File: src/rtl/dmaq_pkg.sv
package dmaq_pkg;

  localparam int ID_W    = 5;
  localparam int NUM_IDS = 1 << ID_W;
  localparam int DW      = 32;
  localparam int FLG_W   = 3;
  localparam int IRQ_W   = 2;

  typedef struct packed {
    logic [ID_W-1:0]  id;
    logic [FLG_W-1:0] flags;
    logic [DW-1:0]    dst;
    logic [DW-1:0]    src;
    logic [DW-1:0]    xlen;
    logic [DW-1:0]    ylen;
  } dmaq_desc_t;

  typedef enum logic [3:0] {
    RA_CTRL   = 4'd0,
    RA_NEXTID = 4'd1,
    RA_SUBMIT = 4'd2,
    RA_FLAGS  = 4'd3,
    RA_DST    = 4'd4,
    RA_SRC    = 4'd5,
    RA_XLEN   = 4'd6,
    RA_YLEN   = 4'd7,
    RA_DONE   = 4'd8,
    RA_IMASK  = 4'd9,
    RA_IPEND  = 4'd10,
    RA_ISRC   = 4'd11
  } dmaq_reg_e;

endpackage

File: src/rtl/dmaq_fifo.sv
module dmaq_fifo
  import dmaq_pkg::*;
#(
  parameter int DEPTH = 4
) (
  input  logic       clk,
  input  logic       rst_n,
  input  logic       flush,
  input  logic       push,
  input  dmaq_desc_t din,
  input  logic       pop,
  output dmaq_desc_t dout,
  output logic       empty,
  output logic       full
);

  localparam int PTR_W = (DEPTH > 1) ? $clog2(DEPTH) : 1;
  localparam int CNT_W = $clog2(DEPTH + 1);

  dmaq_desc_t       mem_q [DEPTH];
  logic [PTR_W-1:0] wr_q, wr_d, rd_q, rd_d;
  logic [CNT_W-1:0] cnt_q, cnt_d;

  assign empty = (cnt_q == '0);
  assign full  = (cnt_q == CNT_W'(DEPTH));
  assign dout  = mem_q[rd_q];

  always_comb begin
    wr_d  = wr_q;
    rd_d  = rd_q;
    cnt_d = cnt_q;
    if (flush) begin
      wr_d  = '0;
      rd_d  = '0;
      cnt_d = '0;
    end else begin
      if (push) wr_d = (wr_q == PTR_W'(DEPTH - 1)) ? '0 : wr_q + PTR_W'(1);
      if (pop)  rd_d = (rd_q == PTR_W'(DEPTH - 1)) ? '0 : rd_q + PTR_W'(1);
      case ({push, pop})
        2'b10:   cnt_d = cnt_q + CNT_W'(1);
        2'b01:   cnt_d = cnt_q - CNT_W'(1);
        default: cnt_d = cnt_q;
      endcase
    end
  end

  always_ff @(posedge clk or negedge rst_n) begin
    if (!rst_n) begin
      wr_q  <= '0;
      rd_q  <= '0;
      cnt_q <= '0;
    end else begin
      wr_q  <= wr_d;
      rd_q  <= rd_d;
      cnt_q <= cnt_d;
    end
  end

  always_ff @(posedge clk) begin
    if (push && !flush) mem_q[wr_q] <= din;
  end


  fifo_push_full_chk: assert property (@(posedge clk) disable iff (!rst_n)
    push |-> !full);


  fifo_pop_empty_chk: assert property (@(posedge clk) disable iff (!rst_n)
    pop |-> !empty);

endmodule

File: src/rtl/dmaq_ids.sv
module dmaq_ids
  import dmaq_pkg::*;
(
  input  logic               clk,
  input  logic               rst_n,
  input  logic               flush,
  input  logic               issue,
  input  logic               done_pulse,
  input  logic [ID_W-1:0]    done_id,
  input  logic               ack,
  output logic [ID_W-1:0]    next_id,
  output logic               id_busy,
  output logic [NUM_IDS-1:0] done_mask,
  output logic               done_accept
);

  logic [NUM_IDS-1:0] inuse_q, inuse_d, done_q, done_d;
  logic [NUM_IDS-1:0] reported, set_v, iss_v;
  logic [ID_W-1:0]    nid_q, nid_d;

  assign next_id     = nid_q;
  assign id_busy     = inuse_q[nid_q];
  assign done_mask   = done_q;
  assign done_accept = done_pulse && !flush && inuse_q[done_id] && !done_q[done_id];

  always_comb begin
    reported = ack ? done_q : '0;
    set_v    = done_accept ? (NUM_IDS'(1) << done_id) : '0;
    iss_v    = issue ? (NUM_IDS'(1) << nid_q) : '0;
    nid_d    = issue ? nid_q + ID_W'(1) : nid_q;
    if (flush) begin
      inuse_d = '0;
      done_d  = '0;
    end else begin
      inuse_d = (inuse_q & ~reported) | iss_v;
      done_d  = (done_q & ~reported) | set_v;
    end
  end

  always_ff @(posedge clk or negedge rst_n) begin
    if (!rst_n) begin
      inuse_q <= '0;
      done_q  <= '0;
      nid_q   <= '0;
    end else begin
      inuse_q <= inuse_d;
      done_q  <= done_d;
      nid_q   <= nid_d;
    end
  end


  done_subset_chk: assert property (@(posedge clk) disable iff (!rst_n)
    (done_q & ~inuse_q) == '0);


  id_step_chk: assert property (@(posedge clk) disable iff (!rst_n)
    issue |=> nid_q == $past(nid_q) + ID_W'(1));


  no_reuse_chk: assert property (@(posedge clk) disable iff (!rst_n)
    issue |-> !inuse_q[nid_q]);

endmodule

File: src/rtl/dmaq_irq.sv
module dmaq_irq
  import dmaq_pkg::*;
(
  input  logic             clk,
  input  logic             rst_n,
  input  logic             sot_ev,
  input  logic             eot_ev,
  input  logic             mask_we,
  input  logic             clr_we,
  input  logic [IRQ_W-1:0] wbits,
  output logic [IRQ_W-1:0] mask,
  output logic [IRQ_W-1:0] pend,
  output logic             irq
);

  logic [IRQ_W-1:0] mask_q, mask_d, pend_q, pend_d, clr_v;

  assign mask = mask_q;
  assign pend = pend_q;
  assign irq  = |(pend_q & ~mask_q);

  always_comb begin
    clr_v  = clr_we ? wbits : '0;
    mask_d = mask_we ? wbits : mask_q;
    pend_d = (pend_q & ~clr_v) | {eot_ev, sot_ev};
  end

  always_ff @(posedge clk or negedge rst_n) begin
    if (!rst_n) begin
      mask_q <= '1;
      pend_q <= '0;
    end else begin
      mask_q <= mask_d;
      pend_q <= pend_d;
    end
  end


  sot_pend_chk: assert property (@(posedge clk) disable iff (!rst_n)
    sot_ev |=> pend_q[0]);


  eot_pend_chk: assert property (@(posedge clk) disable iff (!rst_n)
    eot_ev |=> pend_q[1]);

endmodule

File: src/rtl/dma_req_queue.sv
module dma_req_queue
  import dmaq_pkg::*;
#(
  parameter int DEPTH      = 4,
  parameter int XLEN_W     = 24,
  parameter bit HAS_CYCLIC = 1'b1,
  parameter bit HAS_2D     = 1'b0
) (
  input  logic        clk,
  input  logic        rst_n,
  input  logic        reg_wr,
  input  logic        reg_rd,
  input  logic [3:0]  reg_addr,
  input  logic [31:0] reg_wdata,
  output logic [31:0] reg_rdata,
  output logic        irq,
  output logic        xfer_valid,
  input  logic        xfer_ready,
  output logic [4:0]  xfer_id,
  output logic [2:0]  xfer_flags,
  output logic [31:0] xfer_dst,
  output logic [31:0] xfer_src,
  output logic [31:0] xfer_xlen,
  output logic [31:0] xfer_ylen,
  input  logic        done_pulse,
  input  logic [4:0]  done_id
);

  localparam logic [DW-1:0] XLEN_MASK = {DW{1'b1}} >> (DW - XLEN_W);

  logic              en_q, en_d, pause_q, pause_d;
  logic [DW-1:0]     dst_q, dst_d, src_q, src_d, xlen_q, xlen_d, ylen_val;
  logic [FLG_W-1:0]  flags_q, flags_d;
  logic              cyc_bit;
  logic              ctrl_we, flush, sub_busy, sub_fire, pop, done_ack;
  logic              fifo_empty, fifo_full, id_busy, done_acc;
  logic [ID_W-1:0]   nid;
  logic [NUM_IDS-1:0] done_mask;
  logic [IRQ_W-1:0]  imask, ipend;
  dmaq_desc_t        push_desc, head;

  // write decode
  assign ctrl_we  = reg_wr && (reg_addr == RA_CTRL);
  assign flush    = ctrl_we && !reg_wdata[0];
  assign sub_busy = !en_q || fifo_full || id_busy;
  assign sub_fire = reg_wr && (reg_addr == RA_SUBMIT) && reg_wdata[0] && !sub_busy;
  assign done_ack = reg_rd && (reg_addr == RA_DONE);

  generate
    if (HAS_CYCLIC) begin : g_cyc
      assign cyc_bit = reg_wdata[0];
    end else begin : g_nocyc
      assign cyc_bit = 1'b0;
    end
  endgenerate

  always_comb begin
    en_d    = en_q;
    pause_d = pause_q;
    dst_d   = dst_q;
    src_d   = src_q;
    xlen_d  = xlen_q;
    flags_d = flags_q;
    if (reg_wr) begin
      case (reg_addr)
        RA_CTRL:  begin en_d = reg_wdata[0]; pause_d = reg_wdata[1]; end
        RA_FLAGS: flags_d = {reg_wdata[2:1], cyc_bit};
        RA_DST:   dst_d   = reg_wdata;
        RA_SRC:   src_d   = reg_wdata;
        RA_XLEN:  xlen_d  = reg_wdata & XLEN_MASK;
        default:  ;
      endcase
    end
  end

  always_ff @(posedge clk or negedge rst_n) begin
    if (!rst_n) begin
      en_q    <= 1'b0;
      pause_q <= 1'b0;
      dst_q   <= '0;
      src_q   <= '0;
      xlen_q  <= '0;
      flags_q <= '0;
    end else begin
      en_q    <= en_d;
      pause_q <= pause_d;
      dst_q   <= dst_d;
      src_q   <= src_d;
      xlen_q  <= xlen_d;
      flags_q <= flags_d;
    end
  end

  generate
    if (HAS_2D) begin : g_2d
      logic [DW-1:0] ylen_q, ylen_d;
      always_comb begin
        ylen_d = (reg_wr && reg_addr == RA_YLEN) ? reg_wdata : ylen_q;
      end
      always_ff @(posedge clk or negedge rst_n) begin
        if (!rst_n) ylen_q <= '0;
        else        ylen_q <= ylen_d;
      end
      assign ylen_val = ylen_q;
    end else begin : g_1d
      assign ylen_val = '0;
    end
  endgenerate

  always_comb begin
    push_desc.id    = nid;
    push_desc.flags = flags_q;
    push_desc.dst   = dst_q;
    push_desc.src   = src_q;
    push_desc.xlen  = xlen_q;
    push_desc.ylen  = ylen_val;
  end

  dmaq_fifo #(.DEPTH(DEPTH)) u_fifo (
    .clk   (clk),
    .rst_n (rst_n),
    .flush (flush),
    .push  (sub_fire),
    .din   (push_desc),
    .pop   (pop),
    .dout  (head),
    .empty (fifo_empty),
    .full  (fifo_full)
  );

  dmaq_ids u_ids (
    .clk         (clk),
    .rst_n       (rst_n),
    .flush       (flush),
    .issue       (sub_fire),
    .done_pulse  (done_pulse),
    .done_id     (done_id),
    .ack         (done_ack),
    .next_id     (nid),
    .id_busy     (id_busy),
    .done_mask   (done_mask),
    .done_accept (done_acc)
  );

  dmaq_irq u_irq (
    .clk     (clk),
    .rst_n   (rst_n),
    .sot_ev  (pop),
    .eot_ev  (done_acc),
    .mask_we (reg_wr && (reg_addr == RA_IMASK)),
    .clr_we  (reg_wr && (reg_addr == RA_IPEND)),
    .wbits   (reg_wdata[IRQ_W-1:0]),
    .mask    (imask),
    .pend    (ipend),
    .irq     (irq)
  );

  // dispatch side
  assign xfer_valid = en_q && !pause_q && !fifo_empty;
  assign pop        = xfer_valid && xfer_ready;
  assign xfer_id    = head.id;
  assign xfer_flags = head.flags;
  assign xfer_dst   = head.dst;
  assign xfer_src   = head.src;
  assign xfer_xlen  = head.xlen;
  assign xfer_ylen  = head.ylen;

  // read mux
  always_comb begin
    reg_rdata = '0;
    if (reg_rd) begin
      case (reg_addr)
        RA_CTRL:   reg_rdata = {30'd0, pause_q, en_q};
        RA_NEXTID: reg_rdata = {{(DW-ID_W){1'b0}}, nid};
        RA_SUBMIT: reg_rdata = {31'd0, sub_busy};
        RA_FLAGS:  reg_rdata = {{(DW-FLG_W){1'b0}}, flags_q};
        RA_DST:    reg_rdata = dst_q;
        RA_SRC:    reg_rdata = src_q;
        RA_XLEN:   reg_rdata = xlen_q;
        RA_YLEN:   reg_rdata = ylen_val;
        RA_DONE:   reg_rdata = done_mask;
        RA_IMASK:  reg_rdata = {{(DW-IRQ_W){1'b0}}, imask};
        RA_IPEND:  reg_rdata = {{(DW-IRQ_W){1'b0}}, ipend};
        RA_ISRC:   reg_rdata = {{(DW-IRQ_W){1'b0}}, ipend & ~imask};
        default:   reg_rdata = '0;
      endcase
    end
  end


  disabled_empty_chk: assert property (@(posedge clk) disable iff (!rst_n)
    !en_q |-> fifo_empty);


  refused_submit_chk: assert property (@(posedge clk) disable iff (!rst_n)
    (reg_wr && reg_addr == RA_SUBMIT && reg_wdata[0] && sub_busy) |=> $stable(nid));

endmodule

File: config.mk
export PLATFORM = sky130hd
export DESIGN_NAME = dma_req_queue
export DESIGN_NICKNAME = d
export VERILOG_FILES = /design/src/rtl/dmaq_pkg.sv /design/src/rtl/dmaq_fifo.sv /design/src/rtl/dmaq_ids.sv /design/src/rtl/dmaq_irq.sv /design/src/rtl/dma_req_queue.sv
export SDC_FILE = /design/constraint.sdc
export NUM_CORES = 1
export LEC_CHECK = 0
export BUFFER_PORTS_ARGS = -buffer_cell sky130_fd_sc_hd__buf_2
export CORE_MARGIN = 2
export CORE_UTILIZATION = 60
export CTS_BUF_LIST = sky130_fd_sc_hd__clkbuf_16
export CTS_CLUSTER_DIAMETER = 200
export DETAILED_ROUTE_END_ITERATION = 16
export PLACE_DENSITY_LB_ADDON = 0.12
export SLEW_MARGIN = 15
export SYNTH_ARGS = -nofsm -noshare
export SYNTH_HDL_FRONTEND = slang
export SYNTH_SLANG_ARGS = --single-unit
File: constraint.sdc
create_clock -name clk -period 13.57 [get_ports clk]
set_input_delay 2.0355 -clock clk [delete_from_list [all_inputs] [get_ports clk]]
set_output_delay 2.0355 -clock clk [all_outputs]
set_load 0.02 [all_outputs]
==> flow_metrics.tcl, run 1 <==
set metrics [dict create \
    outcome "finished clean" \
    route.met2.wl_um 24400 \
    crit_type "in -> out" \
    avgViaCountPerCell 6.28 \
    cts_resized 0 \
    ys_ff_latch 557 \
    chipHeight_um 199 \
    grt_max_degree 71 \
    gr-total-overflow 0 \
    initial_core_util_pct 60.9 \
    top_layer "met4" \
    area_delta_synth_final_pct 12.9 \
    arrival_ns 4.63 \
    crit_start "reg_addr[0]" \
    cp_max_fo 17 \
    clockRootBuffer "clkbuf_16" \
    dp_slack_ns 6.95 \
    fin_crit_sh_pct 49.1 \
    post-cts-setup-buffers 0 \
    wire_per_inst_um 25.4 \
    synth_top_flop_cell "edfxtp_1" \
    rsz0062_at_grt "no" \
    drt_iter0_markers 1128 \
    clock.fmax_mhz 150 \
    cts_hold_buffers 0 \
    gp_congestion 0.883 \
    coreArea_sq_um 37600 \
    finalSetupViolations 0 \
    min_path_cells 1 \
    cts.sinks 557 \
    final-max-slew-violation-count 0 \
    synth_edf_count 384 \
    cts-htree-levels 2 \
    worstPathRequired_ns 11.53 \
    setup_ws_ns 6.91 \
    num_io_pins 217 \
    drive_gt1_share_pct 31.4 \
    tightest_slew_ns 1.16 \
    grt_usage_pct 27.0 \
    r2r_start "u_ids.next_id[1]$_DFFE_PN0P_" \
    synth_area_leaders "edfxtp_1 (50%), dfrtp_1 (19%), mux4_2 (10%), mux2_2 (4.8%), a22oi_1 (2.3%)" \
    postSynthAreaPerCell_sq_um 17.2 \
    final_cell_mix "edfxtp_1 (384), buf_2 (175), dfrtp_1 (169)" \
    ant_nets 0 \
    yosys.area.top_type "edfxtp_1" \
    r2r_end "u_fifo.mem_q[1][91]$_DFFE_PP_" \
    finalClockSkew_ns 0.0306 \
    io_buffers 176 \
    relSlewSlack_pct 22.6 \
    fin_crit_ns 6.66 \
    hold_viol 0 \
    grt_pass1_vias 12500 \
    ys_seq_area_share_pct 69.3 \
    fin_nets 1560 \
    dieWidth_um 199 \
    met1Wirelength_um 22400 \
    drv_cap 0 \
    yosys.area.top_type_share_pct 50.4 \
    hpwlAfterDp_um 31900 \
    ff2ff_setup_slack_ns 9.30 \
    cp-start-kind "input port" \
    syn-cell-area_sq_um 22900 \
    ys_types 57 \
    rr_worst_depth 8 \
    p_leak_uw 0.00956 \
    peakVddDrop_uv 124 \
    hp-start "u_ids.inuse_q[27]$_DFF_PN0_" \
    wirelength_um 52300 \
    crit_path_end_kind "primary output" \
    clk_latency_ns 0.60 \
    worstHoldPathType "reg -> reg" \
    cts_tree "built" \
    die-area_sq_um 39700 \
    fin_tns_setup_ns 0 \
    firstDrtPassIters 7 \
    met3_length_um 4210 \
    cts.clk_slew.worst_paths_ns 0.06 \
    yosysWarnings 0 \
    drc 0 \
    async_reset_ff_share_pct 31.1 \
    antenna_found_initial 1 \
    grt_pass1_wl_um 78100 \
    rows 71 \
    final_common_cell "edfxtp_1" \
    power-per-cell-area_nw_per_um2 177 \
    cts_buffer_depth 3 \
    synthCells 1331 \
    hold_end "u_ids.inuse_q[27]$_DFF_PN0_" \
    vias 12900 \
    numCtsBuffers 53 \
]
[metal layers]
metal | vias up | global-route usage, %
met5 | - | 0
met3 | 85 | 4.78
met4 | 0 | 8.15
li1 | 5545 | -
met1 | 6783 | 41.2
met2 | 525 | 40.4
[critical path: stages]
cell,delay [ns]
buf_2,0.26
nor2b_1,0.41
nor2b_2,0.93
buf_4,0.47
a22oi_1,0.12
a21oi_1,0.19
buf_2,0.21
[area by class of cell]
class                      count  area [sq um]
antenna                        4          10.0
clock buffer                  55          1380
clock inverter                44           308
fill                        2552         11800
inverter                      28           105
multi-input combinational    665          6480
sequential                   557         15900
tap                          511           639
timing repair buffer         196          1040
[how the worst max path moves through the flow]
stage | endpoint | slack (ns)
global placement | reg_rdata[1] | 7.07
global route | reg_rdata[17] | 6.75
finish | reg_rdata[23] | 6.91
detailed placement | reg_rdata[23] | 6.95
floorplan | u_fifo.mem_q[1][0]$_DFFE_PP_ | 7.62
CTS | reg_rdata[23] | 6.97
[per-stage QoR]
stage	std cells	instance area (sq um)	power (uW)	util [%]	hold slack (ns)
2_1_floorplan	1370	23000	2850	-	0.473
3_3_place_gp	1957	24100	3170	64.2	0.501
3_5_place_dp	1957	24100	3190	64.2	0.506
4_1_cts	2056	25800	4610	68.7	0.521
5_1_grt	2057	25800	4750	68.7	0.553
6_report	2060	25800	4570	68.7	0.525
[where the power goes]
group / switching, uW / internal (uW)
clock: 605 / 822
combinational: 553 / 437
sequential: 174 / 1980
total: 1330 / 3240
[kinds of logic (layout without fill, tap and decap cells)]
| logic type | count (synthesis) | after routing | synth area share, % |
|---|---|---|---|
| buf+inv | 148 | 323 | 3.19 |
| simple gates | 168 | 168 | 3.54 |
| other cells | 1 | 44 | 0.0164 |
| xor+xnor | 4 | 4 | 0.213 |
| compound gates | 219 | 219 | 7.10 |
| flops | 557 | 557 | 69.3 |
| mux | 222 | 222 | 15.9 |
| fa+ha+maj | 12 | 12 | 0.689 |
[flip-flops by register name, indices dropped and copies added (netlist names)]
register,flops
en_q,1
u_ids.next_id,5
xlen_q,24
u_fifo.mem_q,384
u_fifo.rd_q,2
src_q,32
pause_q,1
dst_q,32
u_fifo.cnt_q,3
u_irq.mask,2
u_ids.inuse_q,32
u_fifo.wr_q,2
flags_q,3
u_ids.done_mask,32
u_irq.pend,2
[Yosys cell counts, types with 11 or more instances]
cell type / n
ha_1: 11
and2_1: 14
clkbuf_1: 51
inv_1: 28
mux4_2: 104
edfxtp_1: 384
nand2_1: 34
nor2_1: 63
buf_1: 22
a22o_1: 29
a21oi_1: 58
buf_4: 40
dfrtp_1: 171
mux2_2: 98
o32a_1: 16
mux2i_1: 20
a22oi_1: 71
a222oi_1: 11
(Power assumes the default switching activity.)
==> run 2: changes to the inputs <==
--- a/config.mk
+++ b/config.mk
@@ -7,7 +7,7 @@
 export LEC_CHECK = 0
 export BUFFER_PORTS_ARGS = -buffer_cell sky130_fd_sc_hd__buf_2
 export CORE_MARGIN = 2
-export CORE_UTILIZATION = 60
+export CORE_UTILIZATION = 53
 export CTS_BUF_LIST = sky130_fd_sc_hd__clkbuf_16
 export CTS_CLUSTER_DIAMETER = 200
 export DETAILED_ROUTE_END_ITERATION = 16
==> constraint.sdc (replaced) <==
create_clock -name clk -period 5.8 [get_ports clk]
set_input_delay 0.87 -clock clk [delete_from_list [all_inputs] [get_ports clk]]
set_output_delay 0.87 -clock clk [all_outputs]
set_load 0.02 [all_outputs]
==> flow_metrics.tcl, run 2 (synthesis gave the netlist of run 1 again) <==
set metrics [dict create \
    ant_nets 0 \
    cts-htree-levels 2 \
    firstDrtPassIters 8 \
    p_clk_share_pct 30.8 \
    coreArea_sq_um 42900 \
    grt_pass1_vias 13200 \
    avgViaCountPerCell 6.02 \
    largest_register_ffs 384 \
    wirelength_um 53600 \
    p_leak_uw 0.00959 \
    fin_crit_ns 4.64 \
    hold_viol 0 \
    final_cell_mix "edfxtp_1 (384), buf_2 (175), dfrtp_1 (169)" \
    cts_buffer_depth 3 \
    cts.clk_slew.worst_paths_ns 0.06 \
    netSwitchingPower_uw 3150 \
    ff2ff_setup_slack_ns 1.66 \
    clk_latency_ns 0.60 \
    finalSetupViolations 0 \
    final-max-slew-violation-count 0 \
    cp_max_fo 25 \
    cts_resized 0 \
    rsz0062_at_grt "no" \
    drv_cap 0 \
    seqPwrFrac_pct 46.9 \
    r2r_end "u_fifo.mem_q[2][31]$_DFFE_PP_" \
    swShare_pct 29.6 \
    antenna_found_initial 0 \
    fin_crit_sh_pct 80.0 \
    rr_worst_depth 6 \
    die-area_sq_um 44900 \
    arrival_ns 3.77 \
    grt_usage_pct 24.5 \
    clockRootBuffer "clkbuf_16" \
    placed_cell_area_sq_um 24300 \
    drive_gt1_share_pct 31.7 \
    worstHoldPathType "in -> async" \
    initial_core_util_pct 53.4 \
    n_antenna_cell 0 \
    post-cts-setup-buffers 0 \
    clock.fmax_mhz 215 \
    cts_tree "built" \
    tightest_slew_ns 1.17 \
    io_buffers 176 \
    fin_nets 1563 \
    peakVddDrop_uv 268 \
    numCtsBuffers 54 \
    drt_iter0_markers 976 \
    power-per-cell-area_nw_per_um2 411 \
    num_io_pins 217 \
    cp-start-kind "flop" \
    grt_max_degree 91 \
    drc 0 \
    rows 76 \
    gr-total-overflow 0 \
    dieWidth_um 212 \
    design_area_sq_um 26000 \
    cts_hold_buffers 0 \
    worstPathRequired_ns 4.93 \
    crit_type "reg -> out" \
    wire_per_inst_um 25.1 \
    final_common_cell "edfxtp_1" \
    vias 12900 \
    area_delta_synth_final_pct 13.5 \
    r2r_start "u_ids.next_id[1]$_DFFE_PN0P_" \
    hpwlAfterDp_um 33400 \
    chipHeight_um 212 \
    fin_tns_setup_ns 0 \
    relSlewSlack_pct 22.1 \
    grt_pass1_wl_um 81500 \
    cts.sinks 557 \
    gp_congestion 0.927 \
    combPwrFrac_pct 22.3 \
    outcome "finished clean" \
    crit_path_end_kind "primary output" \
    intPower_uw 7510 \
    top_register "u_fifo.mem_q" \
    finalClockSkew_ns 0.0237 \
]
[run 2: stage by stage]
stage	worst slack, ns	utilization, %	total power [uW]	cells	hold WS, ns
3_5_place_dp	1.71	56.7	7500	2033	0.513
6_report	1.16	60.6	10700	2135	0.334
3_3_place_gp	1.73	56.7	7470	2033	0.514
4_1_cts	1.17	60.5	10800	2135	0.382
2_1_floorplan	1.02	-	6670	1370	0.473
5_1_grt	1.04	60.6	11100	2135	0.419
[run 2: critical path: stages (launching register included)]
cell and delay [ns]:
dfrtp_1 1.12, mux2i_1 0.23, mux4_2 0.52, a22oi_2 0.26, nand2_1 0.15, a2111o_1 0.43, a31oi_1 0.25, buf_2 0.21
[run 2: final cells by class]
cell class | count | area [sq um]
clock buffers | 57 | 1430
inverters | 28 | 105
multi-input cells | 665 | 6490
fillers | 3207 | 16900
well taps | 585 | 732
clock inverters | 45 | 233
flip-flops and latches | 557 | 15900
repair buffers | 198 | 1110
[run 2: worst max path at each step]
stage                                      start                           end  slack [ns]  cells after the start
floorplan                           reg_wdata[0]  u_fifo.mem_q[1][0]$_DFFE_PP_        1.02                      6
global placement                     reg_addr[2]                  reg_rdata[6]        1.73                      7
detailed placement  u_ids.next_id[1]$_DFFE_PN0P_  u_fifo.mem_q[2][7]$_DFFE_PP_        1.71                      6
CTS                 u_ids.next_id[1]$_DFFE_PN0P_                  reg_rdata[0]        1.17                      7
global route        u_ids.next_id[1]$_DFFE_PN0P_                  reg_rdata[0]        1.04                      7
finish              u_ids.next_id[1]$_DFFE_PN0P_                  reg_rdata[0]        1.16                      7
[run 2: power by group through the flow]
stage	Sequential [uW]	Clock, uW	Combinational, uW
floorplan	4880	0	1790
CTS	5000	3350	2430
global placement	5060	0	2410
detailed placement	5080	0	2420
finish	5010	3280	2380
global route	5060	3510	2540
[run 2: per-layer routing]
layer / wire length [um] / GRT usage (%) / vias up / share of wire, %
met4: 1020 / 5.95 / 0 / 1.9
met2: 26500 / 39.7 / 463 / 49
met3: 3060 / 3.78 / 75 / 5.7
met1: 23000 / 35.5 / 6770 / 43
li1: - / - / 5548 / -
met5: 0 / 0 / - / 0
==> run 3: changes to the inputs <==
--- a/config.mk
+++ b/config.mk
@@ -7,7 +7,7 @@
 export LEC_CHECK = 0
 export BUFFER_PORTS_ARGS = -buffer_cell sky130_fd_sc_hd__buf_2
 export CORE_MARGIN = 2
-export CORE_UTILIZATION = 53
+export CORE_UTILIZATION = 59
 export CTS_BUF_LIST = sky130_fd_sc_hd__clkbuf_16
 export CTS_CLUSTER_DIAMETER = 200
 export DETAILED_ROUTE_END_ITERATION = 16
==> constraint.sdc (replaced) <==
create_clock -name clk -period 4.84 [get_ports clk]
set_input_delay 0.726 -clock clk [delete_from_list [all_inputs] [get_ports clk]]
set_output_delay 0.726 -clock clk [all_outputs]
set_load 0.02 [all_outputs]
==> flow_metrics.tcl, run 3 (synthesis gave the netlist of run 1 again) <==
set metrics [dict create \
    tightest_slew_ns 1.18 \
    final_util_pct 67.8 \
    wirelength_um 51700 \
    coreArea_sq_um 38500 \
    cp-start-kind "flop" \
    cts_resized 0 \
    firstDrtPassIters 5 \
    fillCellCount 2617 \
    cts.sinks 557 \
    dp_slack_ns 0.967 \
    finalClockSkew_ns 0.0149 \
    vias 12900 \
    fin_nets 1573 \
    fin_crit_ns 4.21 \
    grt_busiest_layer "met2" \
    top_register "u_fifo.mem_q" \
    placed_cell_area_sq_um 24300 \
    grtUsageMet2_pct 41.0 \
    cts_tree "built" \
    clock.fmax_mhz 238 \
    drt_iter0_markers 1292 \
    power-per-cell-area_nw_per_um2 499 \
    rows 72 \
    dieWidth_um 201 \
    drive_gt1_share_pct 32.2 \
    chipHeight_um 201 \
    gp_congestion 0.904 \
    arrival_ns 3.48 \
    hpwlAfterDp_um 32500 \
    avgViaCountPerCell 6.19 \
    finalSetupViolations 0 \
    stdcell_count 2081 \
    design_area_sq_um 26100 \
    largest_register_ffs 384 \
    drv_cap 0 \
    die-area_sq_um 40400 \
    grt_max_degree 78 \
    cts_hold_buffers 0 \
    final-max-slew-violation-count 0 \
    worstPathRequired_ns 4.11 \
    clk_latency_ns 0.60 \
    num_io_pins 217 \
    crit_path_end_kind "primary output" \
    final_common_cell "edfxtp_1" \
    cts.clk_slew.worst_paths_ns 0.06 \
    setup_ws_ns 0.633 \
    cp_max_fo 20 \
    gr-total-overflow 0 \
    place_inst 1975 \
    cts_buffer_depth 3 \
    grt_usage_pct 26.0 \
    p_leak_uw 0.00971 \
    io_buffers 176 \
    met3_usage_pct 4.66 \
    final_cell_mix "edfxtp_1 (384), buf_2 (175), dfrtp_1 (169)" \
    fin_crit_sh_pct 86.9 \
    use_met1_pct 37.7 \
    wire_per_inst_um 24.9 \
    numCtsBuffers 55 \
    fin_tns_setup_ns 0 \
    relSlewSlack_pct 21.4 \
    antenna_found_initial 3 \
    hold_viol 0 \
    ant_nets 0 \
    outcome "finished clean" \
    drc 0 \
    worstHoldPathType "in -> async" \
    grt_pass1_vias 13000 \
    peakVddDrop_uv 503 \
    initial_core_util_pct 59.5 \
    clockRootBuffer "clkbuf_16" \
    rsz0062_at_grt "no" \
    post-cts-setup-buffers 0 \
    area_delta_synth_final_pct 14.0 \
    crit_type "reg -> out" \
    grt_pass1_wl_um 79400 \
    cts-htree-levels 2 \
]
## run 3: changes by cell type in the layout (fill, tap and decap cells not counted), moves of 2 or more
cell / delta
buf_4: +8
bufinv_16: +4
clkinv_1: -6
clkinv_2: -5
diode_2: +2
inv_1: +6
## run 3: routing by layer
layer / routed length, um / vias to the layer above
met1: 22200 / 6745
met2: 25000 / 487
met5: 13 / -
met4: 1130 / 2
met3: 3370 / 66
li1: - / 5577
## run 3: layout make-up
type                            instances  area, sq um  area share (%)
Antenna cell                            2         5.00          0.0192
Multi-Input combinational cell        665         6480            24.8
Clock buffer                           57         1430            5.47
Timing Repair Buffer                  207         1190            4.58
Sequential cell                       557        15900            60.8
Inverter                               28          105           0.403
Tap cell                              518          648            2.48
Clock inverter                         47          368            1.41
## run 3: path summary, 6_finish.rpt
check	start	to	cells past startpoint	slack [ns]
max	u_ids.next_id[1]$_DFFE_PN0P_	reg_rdata[0]	8	0.63
min	rst_n	xlen_q[2]$_DFFE_PN0P_	1	0.16
max reg2reg	u_ids.next_id[1]$_DFFE_PN0P_	u_fifo.cnt_q[2]$_DFFE_PN0P_	11	1.19
min reg2reg	u_ids.inuse_q[7]$_DFF_PN0_	u_ids.inuse_q[7]$_DFF_PN0_	1	0.52
max in group asynchronous	rst_n	src_q[19]$_DFFE_PN0P_	2	3.60
min in group clk	reg_wdata[28]	dst_q[28]$_DFFE_PN0P_	2	0.38
## run 3: power breakdown
part / internal (uW) / leakage (uW) / total, uW / switching, uW
Sequential: 5540 / 0.00570 / 6030 / 482
Combinational: 1250 / 0.00305 / 2800 / 1550
Clock: 2440 / 0.000959 / 4200 / 1760
Total: 9240 / 0.00971 / 13000 / 3790
## run 3: critical path, cell delays in order, from the launching register on
cell	delay [ns]
dfrtp_1	0.52
buf_4	0.38
mux2i_1	0.14
mux4_2	0.49
a22oi_2	0.30
nand2_1	0.11
a2111o_1	0.42
a31oi_1	0.28
buf_2	0.24
## run 3: per-stage QoR
step	total power, uW	hold WS, ns
after floorplan	8000	0.430
after global placement	8900	0.510
after detailed placement	8940	0.509
after CTS	13100	0.181
after global routing	13500	0.205
final	13000	0.156
